[src/rtl/port_led_ind.sv]
module port_led_ind #(
  parameter int unsigned NORM_DIV   = 32500,
  parameter int unsigned FAST_DIV   = 4075,
  parameter int unsigned HOLD_TICKS = 2
) (
  input  logic       clk,
  input  logic       rst_n,
  input  logic       sig100_i,
  input  logic       sig10_i,
  input  logic       aneg_rx_i,
  input  logic       pkt_i,
  input  logic       test_fast_i,
  input  logic [1:0] test_en_i,
  input  logic [1:0] test_val_i,
  output logic       spd_o,
  output logic       spd_oe_o,
  output logic       act_o,
  output logic       act_oe_o
);
  localparam int CW = $clog2(NORM_DIV + 1);
  localparam int HW = $clog2(HOLD_TICKS + 1);

  logic [CW-1:0] pre_q;
  logic [HW-1:0] hold_q;

  wire [CW-1:0] lim     = test_fast_i ? CW'(FAST_DIV - 1) : CW'(NORM_DIV - 1);
  wire          tick    = pre_q >= lim;
  wire          data_up = sig100_i | sig10_i;

  always_ff @(posedge clk or negedge rst_n) begin
    if (!rst_n)   pre_q <= '0;
    else if (tick) pre_q <= '0;
    else           pre_q <= pre_q + 1'b1;
  end

  always_ff @(posedge clk or negedge rst_n) begin
    if (!rst_n)                     hold_q <= '0;
    else if (!data_up)              hold_q <= '0;
    else if (pkt_i)                 hold_q <= HW'(HOLD_TICKS);
    else if (tick && hold_q != '0)  hold_q <= hold_q - 1'b1;
  end

  wire pkt_lit = pkt_i | (hold_q != '0);
  wire act_lit = data_up ? pkt_lit : aneg_rx_i;

  assign spd_oe_o = test_en_i[0] | data_up;
  assign spd_o    = test_en_i[0] ? test_val_i[0] : sig100_i;
  assign act_oe_o = test_en_i[1] | act_lit;
  assign act_o    = test_en_i[1] & test_val_i[1];
endmodule

[config.mk]
export PLATFORM = sky130hd
export DESIGN_NAME = port_led_ind
export DESIGN_NICKNAME = d
export VERILOG_FILES = /design/src/rtl/port_led_ind.sv
export SDC_FILE = /design/constraint.sdc
export NUM_CORES = 1
export LEC_CHECK = 0
export BUFFER_PORTS_ARGS = -buffer_cell sky130_fd_sc_hd__buf_2
export CAP_MARGIN = 10
export CORE_MARGIN = 10
export CORE_UTILIZATION = 30
export DETAILED_ROUTE_END_ITERATION = 10
export PLACE_DENSITY = 0.43
export SYNTH_ARGS = -nofsm -noshare
export SYNTH_HDL_FRONTEND = slang
export SYNTH_SLANG_ARGS = --single-unit
[constraint.sdc]
create_clock -name clk -period 3.15 [get_ports clk]
set_input_delay 0.1575 -clock clk [delete_from_list [all_inputs] [get_ports clk]]
set_output_delay 0.1575 -clock clk [all_outputs]
set_load 0.02 [all_outputs]
==> flow_summary_export.csv <==
group,metric,value,unit
drt,via_per_inst,4.73,
placed_design,hpwl,1.76,mm
critical_path,crit_buf_inv,1,
floorplan,die_area,0.00625,mm2
placed_design,gp_congestion,0.690,
synth,synthCells,108,
hold_path,hp-class,"primary input to flop",
placed_design,place.port_buffers,14,
drt,post-route-drc-count,0,
power_and_ir_drop,p_leak,0.566,nW
drt,wl_per_cell,13.1,um
critical_path,worstSetupPathType,"flop to flop",
synth,post-synth-top-count-cell,"nor2_1",
critical_path,slowest_delay,0.47,ns
synth,synth_edf_count,0,
finish,fin_nets,147,
floorplan,core_area,0.00336,mm2
synth,async_flop_share,1.00,
floorplan,placementRows,21,
synth,synth_top_area_frac,0.407,
floorplan,start_util,0.311,
clock_tree,cts_inserted_buffers,3,
clock_tree,cts_buffer_depth,2,
synth,yosysSeqAreaShare,0.407,
finish,drive_above_1_share,0.198,
floorplan,fp.dieW,79.1,um
clock_tree,cts_sinks,17,
clock_tree,ctsResizeCount,0,
critical_path,required,3.34,ns
finish,fin_cells,172,
clock_tree,cts_tree,"built",
critical_path,path_delay_family,"compound AO/OA/AOI/OAI gates",
grt,grt_max_degree,18,
grt,grt_usage,0.0796,
synth,ys_seq_elements,17,
sta,hold_viol_final,0,
floorplan,die_y,79.1,um
grt,grt_pass1_wl,4.06,mm
critical_path,crit_chain,"inv_1 -> ha_1 -> and2b_2 -> o211ai_1 -> a2111o_1 -> a2111oi_0 -> a211oi_1",
flow_run,maxCapViolations,0,
sta,fmax,479,MHz
synth,synth.area.top_cells,"dfrtp_1 (41%), ha_1 (11%), nor2_1 (6.5%)",
sta,worstMarginPinSlew,0.490,ns
grt,gr-total-overflow,0,
critical_path,critPathMaxFanout,5,
synth,ys.flop_type,"dfrtp_1",
clock_tree,cts.root.buffer_cell,"clkbuf_4",
synth,yosys_warnings,0,
drt,firstDrtPassIters,4,
synth,synthDistinctLibCells,31,
drt,drt_iter0_markers,34,
placed_design,placed_cells,167,
synth,yosys.area.top_type,"dfrtp_1",
floorplan,ios,15,
synth,syn_area,0.00105,mm2
critical_path,cp_slowest_cell,"a2111o_1",
finish,fillers,381,
clock_tree,cts.clk_slew.worst_paths,0.12,ns
grt,antenna_found_initial,0,
sta,drv_slew,0,
sta,setup_tns,0,ns
power_and_ir_drop,ir_drop,0.000216,V
synth,avgSynthCellArea,9.69,um2
sta,skew,0.00928,ns
sta,fin_crit,2.09,ns
synth,synth_common_cells,"nor2_1 (18), dfrtp_1 (17), ha_1 (9)",
sta,fin_crit_sh,0.662,
power_and_ir_drop,powerDensity,555,mW/mm2
synth,syn_nets,128,
grt,grt_pass1_vias,894,
critical_path,ff2ff_setup_slack,1.06,ns
drt,wirelength,2.25,mm
critical_path,cp-end-kind,"flop",
sta,setup-violations-final,0,
drt,postRouteAntennaNets,0,
drt,vias,814,
power_and_ir_drop,power,0.670,mW
critical_path,arrival,2.27,ns
clock_tree,cts_setup_buffers,0,
critical_path,start_kind,"flop",
clock_tree,clkLatencyLatePin,0.31,ns
sta,rsz0062_at_grt,"no",
sta,relSlewSlack,0.673,
clock_tree,htreeDepth,1,
status,status,"finished clean",
finish,diodes,0,
finish,area_growth,15.3,%
where the power goes:
| part | internal, mW | total, mW | switching, mW | leakage, nW |
|---|---|---|---|---|
| logic | 0.100 | 0.202 | 0.102 | 0.325 |
| clock network | 0.0474 | 0.130 | 0.0827 | 0.0177 |
| registers | 0.270 | 0.337 | 0.0677 | 0.223 |
final cells by class:
cell class                 instances  area [um2]  share of cell area
clock inverter                     1        5.00             0.00415
timing repair buffer              15        80.1              0.0664
inverter                           6        22.5              0.0187
clock buffer                       3        22.5              0.0187
multi-input combinational         84         593               0.492
sequential                        17         425               0.353
tap                               46        57.6              0.0477
routing by layer:
| layer | up-vias | share of wire | wire [um] | GRT usage |
|---|---|---|---|---|
| met2 | 21 | 0.45 | 1000 | 0.124 |
| met1 | 377 | 0.47 | 1070 | 0.0993 |
| met4 | 0 | 0.0093 | 21 | 0.0215 |
| li1 | 413 | - | - | - |
| met3 | 3 | 0.070 | 157 | 0.0315 |
| met5 | - | 0 | 0 | 0 |
placed cells by master (no fill, tap or decap):
cell	instances
a2111o_1	1
a2111oi_0	1
a211oi_1	3
a21o_1	2
a21oi_2	1
and2_1	1
and2b_2	1
and3_1	2
and3_2	1
and3_4	1
and4_1	1
and4_2	1
buf_2	14
clkbuf_4	3
clkinv_2	1
dfrtp_1	17
dlygate4sd3_1	1
ha_1	9
inv_1	6
mux2_2	1
mux2_4	1
nand2_1	6
nand3_1	6
nand3b_1	1
nand4_1	3
nor2_1	18
nor3_1	4
nor3b_1	2
nor4_1	1
o211ai_1	1
o21bai_1	1
or3_1	1
xnor2_1	6
xor2_1	7
tightest hold or removal path, stage by stage:
cell	delay [ns]
buf_2	0.13
nor2_1	0.10
a211oi_1	0.08
flip-flops by register name, summed over array words and instances, names as in the netlist:
name and count:
pre_q 15, hold_q 2
path summary, 6_finish.rpt:
kind / from / endpoint / cells past startpoint
max: pre_q[0] / hold_q[1] / 7
min: pkt_i / hold_q[1] / 3
max reg2reg: pre_q[0] / hold_q[1] / 7
min reg2reg: pre_q[0] / pre_q[0] / 1
max in group asynchronous: rst_n / pre_q[7] / 2
min in group asynchronous: rst_n / pre_q[9] / 2
metrics by stage:
stage / utilization / setup WS [ns] / hold WS, ns / cell area (um2)
final: 0.359 / 1.06 / 0.195 / 1210
after global routing: 0.359 / 0.818 / 0.219 / 1210
after CTS: 0.359 / 1.03 / 0.197 / 1210
after detailed placement: 0.347 / 1.04 / 0.115 / 1170
after global placement: 0.347 / 1.04 / 0.111 / 1170
after floorplan: - / 1.25 / -0.138 / 1050
timing repair:
item / in CTS / in global routing
hold buffers: 1 / 0
endpoints found under the hold margin: 17 / 0
endpoints found under the setup margin: 0 / 0
logic make-up after synthesis:
group	Yosys count	share of synthesized area
flip-flops	17	0.407
AND/OR/NAND/NOR	50	0.248
adder cells (fa/ha/maj)	9	0.108
multiplexers	2	0.0251
buffers and inverters	7	0.0263
AO/OA/AOI/OAI	10	0.0778
XOR/XNOR	13	0.109
(Power assumes the default switching activity.)
